[config.mk]
export PLATFORM = sky130hd
export DESIGN_NAME = vidtime_engine
export DESIGN_NICKNAME = d
export VERILOG_FILES = /design/src/rtl/vidtime_pkg.sv /design/src/rtl/vidtime_regs.sv /design/src/rtl/vidtime_counters.sv /design/src/rtl/vidtime_out.sv /design/src/rtl/vidtime_engine.sv
export SDC_FILE = /design/constraint.sdc
export NUM_CORES = 2
export LEC_CHECK = 0
export ABC_AREA = 1
export BUFFER_PORTS_ARGS = -buffer_cell sky130_fd_sc_hd__buf_2
export CORE_UTILIZATION = 35
export CTS_CLUSTER_DIAMETER = 60
export DETAILED_ROUTE_END_ITERATION = 16
export REMOVE_ABC_BUFFERS = 1
export SETUP_SLACK_MARGIN = 0.2
export SYNTH_ARGS = -nofsm -noshare
export SYNTH_HDL_FRONTEND = slang
export SYNTH_HIERARCHICAL = 1
export SYNTH_SLANG_ARGS = --single-unit
[constraint.sdc]
create_clock -name clk -period 4.1 [get_ports clk]
set_input_delay 0.41 -clock clk [delete_from_list [all_inputs] [get_ports clk]]
set_output_delay 0.41 -clock clk [all_outputs]
set_load 0.01 [all_outputs]
[src/rtl/vidtime_pkg.sv]
package vidtime_pkg;

   localparam int REG_W = 32;
   localparam int HW    = 16;
   localparam int VW    = 32;

   localparam logic [7:0] OFF_ENABLE  = 8'h00;
   localparam logic [7:0] OFF_CONFIG  = 8'h04;
   localparam logic [7:0] OFF_LINE    = 8'h08;
   localparam logic [7:0] OFF_FRAME   = 8'h0C;
   localparam logic [7:0] OFF_VPULSE  = 8'h10;
   localparam logic [7:0] OFF_DISP_H  = 8'h14;
   localparam logic [7:0] OFF_DISP_VS = 8'h18;
   localparam logic [7:0] OFF_DISP_VE = 8'h1C;
   localparam logic [7:0] OFF_ACT_H   = 8'h20;
   localparam logic [7:0] OFF_ACT_VS  = 8'h24;
   localparam logic [7:0] OFF_ACT_VE  = 8'h28;
   localparam logic [7:0] OFF_BORDER  = 8'h2C;
   localparam logic [7:0] OFF_UFLOW   = 8'h30;
   localparam logic [7:0] OFF_SKEW    = 8'h34;
   localparam logic [7:0] OFF_POL     = 8'h38;
   localparam logic [7:0] OFF_FETCH   = 8'h3C;
   localparam logic [7:0] OFF_CNT_EN  = 8'h40;

   localparam int CFG_WIN_H_BIT = 29;
   localparam int CFG_WIN_V_BIT = 30;
   localparam int CFG_FETCH_BIT = 31;

   typedef struct packed {
      logic [HW-1:0] h_sync_w;
      logic [HW-1:0] dh_first;
      logic [HW-1:0] dh_last;
      logic [HW-1:0] ah_first;
      logic [HW-1:0] ah_last;
      logic [VW-1:0] v_len;
      logic [VW-1:0] v_skew;
      logic [VW-1:0] dv_first;
      logic [VW-1:0] dv_last;
      logic [VW-1:0] av_first;
      logic [VW-1:0] av_last;
      logic [VW-1:0] fetch_at;
      logic          win_h;
      logic          win_v;
      logic          fetch_en;
      logic [2:0]    pol;
   } win_cfg_t;

endpackage

[src/rtl/vidtime_regs.sv]
module vidtime_regs
   import vidtime_pkg::*;
#(
   parameter int ADDR_W = 8,
   parameter int PIX_W  = 24
) (
   input  logic              clk,
   input  logic              rst_n,
   input  logic              wr_en,
   input  logic [ADDR_W-1:0] wr_addr,
   input  logic [REG_W-1:0]  wr_data,
   input  logic              frame_wrap_i,
   output logic              en_o,
   output logic [1:0]        cnt_en_o,
   output logic [HW-1:0]     h_period_o,
   output logic [VW-1:0]     v_period_o,
   output win_cfg_t          cfg_o,
   output logic [PIX_W-1:0]  border_o,
   output logic [PIX_W-1:0]  uflow_o
);

   win_cfg_t          stg_cfg;
   logic [HW-1:0]     stg_hper;
   logic [VW-1:0]     stg_vper;
   logic [PIX_W-1:0]  stg_border;
   logic [PIX_W-1:0]  stg_uflow;
   logic              commit;

   assign commit = !en_o || frame_wrap_i;

   always_ff @(posedge clk or negedge rst_n) begin
      if (!rst_n) begin
         en_o       <= 1'b0;
         cnt_en_o   <= 2'b00;
         stg_cfg    <= '0;
         stg_hper   <= '0;
         stg_vper   <= '0;
         stg_border <= '0;
         stg_uflow  <= '0;
         cfg_o      <= '0;
         h_period_o <= '0;
         v_period_o <= '0;
         border_o   <= '0;
         uflow_o    <= '0;
      end else begin
         if (commit) begin
            cfg_o      <= stg_cfg;
            h_period_o <= stg_hper;
            v_period_o <= stg_vper;
            border_o   <= stg_border;
            uflow_o    <= stg_uflow;
         end
         if (wr_en) begin
            case (wr_addr)
               ADDR_W'(OFF_ENABLE):  en_o <= wr_data[0];
               ADDR_W'(OFF_CNT_EN):  cnt_en_o <= wr_data[1:0];
               ADDR_W'(OFF_CONFIG): begin
                  stg_cfg.win_h    <= wr_data[CFG_WIN_H_BIT];
                  stg_cfg.win_v    <= wr_data[CFG_WIN_V_BIT];
                  stg_cfg.fetch_en <= wr_data[CFG_FETCH_BIT];
               end
               ADDR_W'(OFF_LINE):    {stg_hper, stg_cfg.h_sync_w} <= wr_data;
               ADDR_W'(OFF_FRAME):   stg_vper <= wr_data;
               ADDR_W'(OFF_VPULSE):  stg_cfg.v_len <= wr_data;
               ADDR_W'(OFF_DISP_H):  {stg_cfg.dh_last, stg_cfg.dh_first} <= wr_data;
               ADDR_W'(OFF_DISP_VS): stg_cfg.dv_first <= wr_data;
               ADDR_W'(OFF_DISP_VE): stg_cfg.dv_last <= wr_data;
               ADDR_W'(OFF_ACT_H):   {stg_cfg.ah_last, stg_cfg.ah_first} <= wr_data;
               ADDR_W'(OFF_ACT_VS):  stg_cfg.av_first <= wr_data;
               ADDR_W'(OFF_ACT_VE):  stg_cfg.av_last <= wr_data;
               ADDR_W'(OFF_BORDER):  stg_border <= wr_data[PIX_W-1:0];
               ADDR_W'(OFF_UFLOW):   stg_uflow <= wr_data[PIX_W-1:0];
               ADDR_W'(OFF_SKEW):    stg_cfg.v_skew <= wr_data;
               ADDR_W'(OFF_POL):     stg_cfg.pol <= wr_data[2:0];
               ADDR_W'(OFF_FETCH):   stg_cfg.fetch_at <= wr_data;
               default: ;
            endcase
         end
      end
   end

   // Running engine holds its timing set until the frame wraps
   assert_hold_midframe_R10: assert property (@(posedge clk) disable iff (!rst_n)
      (en_o && !frame_wrap_i) |=> (cfg_o == $past(cfg_o) && h_period_o == $past(h_period_o)
                                   && v_period_o == $past(v_period_o)));

endmodule

[src/rtl/vidtime_counters.sv]
module vidtime_counters
   import vidtime_pkg::*;
#(
   parameter int LCNT_W = 16,
   parameter int FCNT_W = 16
) (
   input  logic              clk,
   input  logic              rst_n,
   input  logic              en_i,
   input  logic [1:0]        cnt_en_i,
   input  logic [HW-1:0]     h_period_i,
   input  logic [VW-1:0]     v_period_i,
   output logic [HW-1:0]     hpos_o,
   output logic [VW-1:0]     fpos_o,
   output logic              frame_wrap_o,
   output logic [LCNT_W-1:0] line_cnt_o,
   output logic [FCNT_W-1:0] frame_cnt_o
);

   logic [HW:0] h_next;
   logic [VW:0] f_next;
   logic        h_wrap;
   logic        f_wrap;

   assign h_next       = {1'b0, hpos_o} + 1'b1;
   assign f_next       = {1'b0, fpos_o} + 1'b1;
   assign h_wrap       = h_next >= {1'b0, h_period_i};
   assign f_wrap       = f_next >= {1'b0, v_period_i};
   assign frame_wrap_o = en_i && f_wrap;

   always_ff @(posedge clk or negedge rst_n) begin
      if (!rst_n) begin
         hpos_o      <= '0;
         fpos_o      <= '0;
         line_cnt_o  <= '0;
         frame_cnt_o <= '0;
      end else if (!en_i) begin
         hpos_o      <= '0;
         fpos_o      <= '0;
         line_cnt_o  <= '0;
         frame_cnt_o <= '0;
      end else begin
         hpos_o <= h_wrap ? '0 : h_next[HW-1:0];
         fpos_o <= f_wrap ? '0 : f_next[VW-1:0];
         if (f_wrap)
            line_cnt_o <= '0;
         else if (h_wrap && cnt_en_i[1])
            line_cnt_o <= line_cnt_o + 1'b1;
         if (f_wrap && cnt_en_i[0])
            frame_cnt_o <= frame_cnt_o + 1'b1;
      end
   end

   // Stopped engine clears every position and count
   assert_idle_clear_R1: assert property (@(posedge clk) disable iff (!rst_n)
      !en_i |=> (hpos_o == '0 && fpos_o == '0 && line_cnt_o == '0 && frame_cnt_o == '0));

   // Line count restarts at each frame wrap
   assert_line_restart_R9: assert property (@(posedge clk) disable iff (!rst_n)
      frame_wrap_o |=> (line_cnt_o == '0 && fpos_o == '0));

   // Frame count never jumps by more than one while running
   assert_frame_step_R9: assert property (@(posedge clk) disable iff (!rst_n)
      en_i |=> (frame_cnt_o == $past(frame_cnt_o) || frame_cnt_o == $past(frame_cnt_o) + 1'b1));

endmodule

[src/rtl/vidtime_out.sv]
module vidtime_out
   import vidtime_pkg::*;
#(
   parameter int PIX_W = 24
) (
   input  logic             clk,
   input  logic             rst_n,
   input  logic             en_i,
   input  win_cfg_t         cfg_i,
   input  logic [PIX_W-1:0] border_i,
   input  logic [PIX_W-1:0] uflow_i,
   input  logic [HW-1:0]    hpos_i,
   input  logic [VW-1:0]    fpos_i,
   input  logic             pix_valid_i,
   input  logic [PIX_W-1:0] pix_data_i,
   output logic             pix_ready_o,
   output logic             hsync_o,
   output logic             vsync_o,
   output logic             de_o,
   output logic [PIX_W-1:0] pix_o,
   output logic             fetch_o
);

   localparam int NSYNC = 3;

   logic             in_dh, in_dv, in_disp;
   logic             in_ah, in_av, in_act;
   logic [VW:0]      vs_end;
   logic [NSYNC-1:0] sync_raw;
   logic [NSYNC-1:0] sync_pol;
   logic [PIX_W-1:0] pix_sel;
   logic             fetch_raw;

   assign in_dh   = (hpos_i >= cfg_i.dh_first) && (hpos_i <= cfg_i.dh_last);
   assign in_dv   = (fpos_i >= cfg_i.dv_first) && (fpos_i <= cfg_i.dv_last);
   assign in_disp = en_i && in_dh && in_dv;
   assign in_ah   = !cfg_i.win_h || ((hpos_i >= cfg_i.ah_first) && (hpos_i <= cfg_i.ah_last));
   assign in_av   = !cfg_i.win_v || ((fpos_i >= cfg_i.av_first) && (fpos_i <= cfg_i.av_last));
   assign in_act  = in_ah && in_av;
   assign pix_ready_o = in_disp && in_act;

   assign vs_end      = {1'b0, cfg_i.v_skew} + {1'b0, cfg_i.v_len};
   assign sync_raw[0] = en_i && (hpos_i < cfg_i.h_sync_w);
   assign sync_raw[1] = en_i && (fpos_i >= cfg_i.v_skew) && ({1'b0, fpos_i} < vs_end);
   assign sync_raw[2] = in_disp;
   assign fetch_raw   = en_i && cfg_i.fetch_en && (fpos_i == cfg_i.fetch_at);

   for (genvar i = 0; i < NSYNC; i++) begin : g_pol
      assign sync_pol[i] = sync_raw[i] ^ cfg_i.pol[i];
   end

   always_comb begin
      if (!in_disp)
         pix_sel = '0;
      else if (!in_act)
         pix_sel = border_i;
      else if (pix_valid_i)
         pix_sel = pix_data_i;
      else
         pix_sel = uflow_i;
   end

   always_ff @(posedge clk or negedge rst_n) begin
      if (!rst_n) begin
         {de_o, vsync_o, hsync_o} <= '0;
         pix_o   <= '0;
         fetch_o <= 1'b0;
      end else begin
         {de_o, vsync_o, hsync_o} <= sync_pol;
         pix_o   <= pix_sel;
         fetch_o <= fetch_raw;
      end
   end

   // Outside the displayed region the pixel is blank
   assert_blank_outside_R4: assert property (@(posedge clk) disable iff (!rst_n)
      !in_disp |=> pix_o == '0);

   // Displayed but outside the active window gives the border color
   assert_border_fill_R5: assert property (@(posedge clk) disable iff (!rst_n)
      (in_disp && !in_act) |=> pix_o == $past(border_i));

   // A due pixel with no upstream data gives the underflow color
   assert_underflow_fill_R6: assert property (@(posedge clk) disable iff (!rst_n)
      (pix_ready_o && !pix_valid_i) |=> pix_o == $past(uflow_i));

   // A consumed valid pixel appears unchanged one cycle later
   assert_passthrough_R11: assert property (@(posedge clk) disable iff (!rst_n)
      (pix_ready_o && pix_valid_i) |=> pix_o == $past(pix_data_i));

endmodule

[src/rtl/vidtime_engine.sv]
module vidtime_engine
   import vidtime_pkg::*;
#(
   parameter int ADDR_W = 8,
   parameter int PIX_W  = 24,
   parameter int LCNT_W = 16,
   parameter int FCNT_W = 16
) (
   input  logic              clk,
   input  logic              rst_n,
   input  logic              wr_en,
   input  logic [ADDR_W-1:0] wr_addr,
   input  logic [31:0]       wr_data,
   input  logic              pix_in_valid,
   input  logic [PIX_W-1:0]  pix_in_data,
   output logic              pix_in_ready,
   output logic              hsync_o,
   output logic              vsync_o,
   output logic              de_o,
   output logic [PIX_W-1:0]  pix_out_data,
   output logic              fetch_o,
   output logic [FCNT_W-1:0] frame_count,
   output logic [LCNT_W-1:0] line_count
);

   localparam int MAP_TOP = int'(OFF_CNT_EN);

   if (PIX_W < 1 || PIX_W > REG_W) begin : g_bad_pix
      $error("vidtime_engine: PIX_W must lie in 1..32");
   end
   if (LCNT_W < 1 || LCNT_W > 32 || FCNT_W < 1 || FCNT_W > 32) begin : g_bad_cnt
      $error("vidtime_engine: counter widths must lie in 1..32");
   end
   if ((1 << ADDR_W) <= MAP_TOP || ADDR_W > 16) begin : g_bad_addr
      $error("vidtime_engine: ADDR_W too small for the register map");
   end

   logic          en;
   logic [1:0]    cnt_en;
   logic [HW-1:0] h_period;
   logic [VW-1:0] v_period;
   win_cfg_t      cfg;
   logic [PIX_W-1:0] border, uflow;
   logic [HW-1:0] hpos;
   logic [VW-1:0] fpos;
   logic          frame_wrap;

   vidtime_regs #(.ADDR_W(ADDR_W), .PIX_W(PIX_W)) u_regs (
      .clk(clk), .rst_n(rst_n), .wr_en(wr_en), .wr_addr(wr_addr), .wr_data(wr_data),
      .frame_wrap_i(frame_wrap), .en_o(en), .cnt_en_o(cnt_en),
      .h_period_o(h_period), .v_period_o(v_period), .cfg_o(cfg),
      .border_o(border), .uflow_o(uflow)
   );

   vidtime_counters #(.LCNT_W(LCNT_W), .FCNT_W(FCNT_W)) u_cnt (
      .clk(clk), .rst_n(rst_n), .en_i(en), .cnt_en_i(cnt_en),
      .h_period_i(h_period), .v_period_i(v_period),
      .hpos_o(hpos), .fpos_o(fpos), .frame_wrap_o(frame_wrap),
      .line_cnt_o(line_count), .frame_cnt_o(frame_count)
   );

   vidtime_out #(.PIX_W(PIX_W)) u_out (
      .clk(clk), .rst_n(rst_n), .en_i(en), .cfg_i(cfg),
      .border_i(border), .uflow_i(uflow), .hpos_i(hpos), .fpos_i(fpos),
      .pix_valid_i(pix_in_valid), .pix_data_i(pix_in_data),
      .pix_ready_o(pix_in_ready), .hsync_o(hsync_o), .vsync_o(vsync_o),
      .de_o(de_o), .pix_o(pix_out_data), .fetch_o(fetch_o)
   );

   // Fetch pulse lasts a single cycle whenever the frame is longer than one clock
   assert_fetch_single_R8: assert property (@(posedge clk) disable iff (!rst_n)
      (fetch_o && v_period > 1 && en && !frame_wrap) |=> !fetch_o);

endmodule

==> tab_implementation.tex <==
\begin{tabular}{lr}
\hline
Metric & Value \\
\hline
\multicolumn{2}{l}{\textbf{Setup path}} \\
Kind of cell adding the most delay to the critical path & simple AND/OR/NAND/NOR gates \\
Crit Reg-Reg Endpoint & u\_regs/cfg\_o[202] \\
Delay of the slowest cell on the worst path & 390 ps \\
Crit end category & flip-flop \\
RR Startpoint & u\_cnt/fpos\_o[16] \\
Cell occurring most often along the worst timing path & sky130\_fd\_sc\_hd\_\_nand2\_1 \\
Register-to-register path setup slack & 190 ps \\
Launching element of the worst setup path & u\_cnt/fpos\_o[16] \\
CP Data Required Time & 4690 ps \\
Worst setup path category & reg -> reg \\
Data arrival time of the critical path & 4500 ps \\
Setup crit start kind & flip-flop \\
Cell depth of the worst flop-to-flop path & 19 \\
Critical Path Slowest Stage Cell & sky130\_fd\_sc\_hd\_\_xor2\_1 \\
Count of buffer and inverter cells on the critical path & 5 \\
Maximum fanout along the worst path & 12 \\
Critical Path, Cell by Cell & buf\_4 -> nand2\_1 -> nor2\_2 -> nand2\_1 -> nor3\_2 -> xor2\_1 -> ha\_1 -> nand4\_1 -> o21bai\_1 -> a21oi\_2 -> nor2\_8 -> a21oi\_2 -> buf\_6 -> clkinv\_8 -> nand2\_8 -> buf\_16 -> clkbuf\_16 -> nand2\_2 -> nand2\_1 \\
\multicolumn{2}{l}{\textbf{Floorplanning}} \\
\# rows & 136 \\
Count of pins on the block boundary & 129 \\
Total Die Area & 140000 µm² \\
Core Box Area & 138000 µm² \\
Starting density of the core & 35.3\% \\
Die boundary width & 375 µm \\
Chip height & 375 µm \\
\multicolumn{2}{l}{\textbf{Clock network}} \\
Number of clock buffers inserted by TritonCTS & 101 \\
CTS tree & yes \\
Number of sinks on the clock net & 923 \\
Insertion delay of the later-clocked pin in the worst-skew pair & 720 ps \\
Clock input transition at the sequential cells of the worst setup and hold paths & 70 ps \\
H-tree depth & 3 \\
Clock root buffer master & sky130\_fd\_sc\_hd\_\_clkbuf\_16 \\
Deepest clock path buffer count & 3 \\
\multicolumn{2}{l}{\textbf{Timing}} \\
Worst clock skew on the final layout & 65.2 ps \\
Final setup vio count & 0 \\
Number of hold violations in the final report & 0 \\
RSZ-0062 raised after global routing & yes \\
Final worst hold slack & 70.5 ps \\
F\_max & 0.256 GHz \\
Max Slew Vio Count & 0 \\
Share of the cycle needed by the critical path after routing & 95.4\% \\
Final critical path time including I/O delays and setup & 3910 ps \\
Pin slew with the least headroom to its limit & 1250 ps \\
Worst-case headroom to the max-slew limit & 16.3\% \\
\multicolumn{2}{l}{\textbf{Yosys}} \\
Mapped Cells & 6132 \\
Synth area leaders & sky130\_fd\_sc\_hd\_\_dfrtp\_1, sky130\_fd\_sc\_hd\_\_nand2\_1, sky130\_fd\_sc\_hd\_\_ha\_1 \\
Area share of the leading cell type in the synthesized netlist & 47.5\% \\
Yosys Warn Count & 6 \\
EDFF count, synth & 0 \\
Synth Register Bits & 923 \\
Cell type with the highest aggregate area in the netlist & sky130\_fd\_sc\_hd\_\_dfrtp\_1 \\
Synth Flop Type & sky130\_fd\_sc\_hd\_\_dfrtp\_1 \\
Share of synthesized flip-flops with an asynchronous set or reset & 100\% \\
Most numerous cell in the Yosys netlist & sky130\_fd\_sc\_hd\_\_nand2\_1 \\
Total standard cell area after synthesis & 48600 µm² \\
Average cell area after synthesis & 7.92 µm² \\
Top cells by count, synth & sky130\_fd\_sc\_hd\_\_nand2\_1, sky130\_fd\_sc\_hd\_\_dfrtp\_1, sky130\_fd\_sc\_hd\_\_nand3\_1 \\
Fraction of the yosys area taken by sequential cells & 47.5\% \\
Number of distinct library cells after synthesis & 54 \\
\multicolumn{2}{l}{\textbf{Layout}} \\
Relative area change from synthesis to final layout & 16.5\% \\
Finished Layout Cells & 8153 \\
Share of cells above drive strength 1 & 10.9\% \\
Post-route core utilization & 41.1\% \\
Net count reported at finish & 6700 \\
\multicolumn{2}{l}{\textbf{Run}} \\
Max-capacitance violation count & 0 \\
\multicolumn{2}{l}{\textbf{GRT}} \\
Global-route wire length before repair & 233 mm \\
Via count of the first global-routing pass & 39600 \\
Antenna violations before repair & 11 \\
Total routing resource utilization after global routing & 21.3\% \\
Maximum number of pins on one net before global-route repair & 164 \\
Grt total ovfl & 0 \\
\multicolumn{2}{l}{\textbf{Placement}} \\
Placed instance count & 7931 \\
Total half-perimeter wirelength after legalization and detailed placement & 99.2 mm \\
Count of buffers from port buffering & 128 \\
Routability congestion estimate from global placement & 0.908 \\
\multicolumn{2}{l}{\textbf{Detailed routing}} \\
Number of vias per cell after detailed routing & 5.08 \\
Per-cell routed wire length & 18.9 µm \\
Total wire length after detailed routing & 154 mm \\
Vias after detailed routing & 41400 \\
Residual DRC count & 0 \\
Antenna viol nets, final & 0 \\
First drt pass iteration count & 6 \\
Drt first-iter violations & 3819 \\
\multicolumn{2}{l}{\textbf{Worst hold path}} \\
Hold path cells & 5 \\
Hold Path End & u\_out/pix\_o[14] \\
Path category of the worst min-delay check & in -> reg \\
Startpoint of the worst hold path & pix\_in\_data[14] \\
\multicolumn{2}{l}{\textbf{Status}} \\
Run status & finished clean \\
\multicolumn{2}{l}{\textbf{Power and ir drop}} \\
Power Density & 382 nW/µm² \\
Leakage Power & 31.0 nW \\
Largest voltage drop on the vdd net & 0.000335 V \\
Total Power & 21.6 mW \\
\hline
\end{tabular}
-- area by class of cell --
type,count,area [µm²]
Fill cell,13800,81100
Sequential cell,923,23100
Multi-Input combinational cell,4400,22800
Clock buffer,151,3040
Timing Repair Buffer,325,3010
Tap cell,1794,2240
Inverter,526,1990
Clock inverter,32,405
Antenna cell,2,5.00
-- tightest hold or removal path, delay by kind of cell --
kind,cells,cell delay [ps]
and+or+nand+nor,3,190
buffers and inverters,1,80
muxes,1,60
-- how the worst max path moves through the flow --
stage	to	slack, ps	cells past startpoint
2_1_floorplan	u_regs/border_o[0]	-15900	6
3_3_place_gp	u_regs/cfg_o[194]	120	17
3_5_place_dp	u_regs/cfg_o[196]	150	23
4_1_cts	u_regs/cfg_o[205]	200	24
5_1_grt	u_regs/cfg_o[34]	-30	25
6_report	u_regs/cfg_o[202]	190	19
-- power breakdown --
| group | switching, mW | internal [mW] | leakage, nW |
|---|---|---|---|
| registers | 0.260 | 9.51 | 12.7 |
| logic | 1.68 | 0.754 | 16.6 |
| clock network | 3.93 | 5.51 | 1.68 |
| total | 5.87 | 15.8 | 31.0 |
-- cell families (layout without fill, tap and decap cells) --
family | Yosys count | in the layout | synth area share, %
XOR/XNOR | 91 | 91 | 1.64
flip-flops | 923 | 923 | 47.5
adder cells (fa/ha/maj) | 355 | 355 | 9.16
multiplexers | 24 | 24 | 0.502
buffers and inverters | 810 | 1034 | 6.64
other | 0 | 2 | 0
AND/OR/NAND/NOR | 3606 | 3607 | 30.8
AO/OA/AOI/OAI | 323 | 323 | 3.69
-- what timing repair did --
action / in CTS / in global routing
hold endpoints to repair: 44 / 0
resized for setup: 14 / 150
endpoints found under the setup margin: 163 / 470
setup buffers: 0 / 16
hold buffers: 1 / 0
cloned: 0 / 20
pin swaps: 1 / 8
-- flip-flops by register name, summed over array words and instances, names as in the netlist, 32 cells and up --
register	flops
u_regs/stg_vper	32
u_regs/v_period_o	32
u_regs/stg_cfg	310
u_cnt/fpos_o	32
u_regs/cfg_o	310
-- through the flow --
| stage | area (µm²) | setup TNS (ps) | setup WS (ps) |
|---|---|---|---|
| floorplan | 47300 | -7089030 | -15900 |
| global placement | 52000 | 0 | 120 |
| detailed placement | 52000 | 0 | 152 |
| CTS | 55500 | 0 | 201 |
| global route | 56600 | -728 | -33.1 |
| finish | 56600 | 0 | 189 |
-- routing by layer --
layer,up-vias,routed length [µm],global-route usage [%]
met3,271,9350,3.21
met5,-,60,0
met4,10,5460,7.18
met1,20100,69900,29.9
li1,19700,-,-
met2,1298,69300,33.4
-- cell usage in the layout (no fill, tap or decap), types with 9 or more instances in the layout --
cell type,instances
sky130_fd_sc_hd__a21o_1,14
sky130_fd_sc_hd__a21oi_1,186
sky130_fd_sc_hd__buf_12,29
sky130_fd_sc_hd__buf_16,9
sky130_fd_sc_hd__buf_2,127
sky130_fd_sc_hd__buf_4,132
sky130_fd_sc_hd__clkbuf_1,21
sky130_fd_sc_hd__clkbuf_16,120
sky130_fd_sc_hd__clkbuf_8,26
sky130_fd_sc_hd__clkinv_2,13
sky130_fd_sc_hd__dfrtp_1,914
sky130_fd_sc_hd__ha_1,351
sky130_fd_sc_hd__inv_1,516
sky130_fd_sc_hd__mux2i_1,21
sky130_fd_sc_hd__nand2_1,2434
sky130_fd_sc_hd__nand2_2,56
sky130_fd_sc_hd__nand2_4,38
sky130_fd_sc_hd__nand3_1,652
sky130_fd_sc_hd__nand3_2,10
sky130_fd_sc_hd__nand3b_1,13
sky130_fd_sc_hd__nand4_1,36
sky130_fd_sc_hd__nor2_1,253
sky130_fd_sc_hd__nor2_2,37
sky130_fd_sc_hd__nor2_4,9
sky130_fd_sc_hd__nor3_1,30
sky130_fd_sc_hd__o21a_1,10
sky130_fd_sc_hd__o21ai_0,63
sky130_fd_sc_hd__o21bai_1,9
sky130_fd_sc_hd__xnor2_1,26
sky130_fd_sc_hd__xor2_1,64
(Power assumes the default switching activity.)
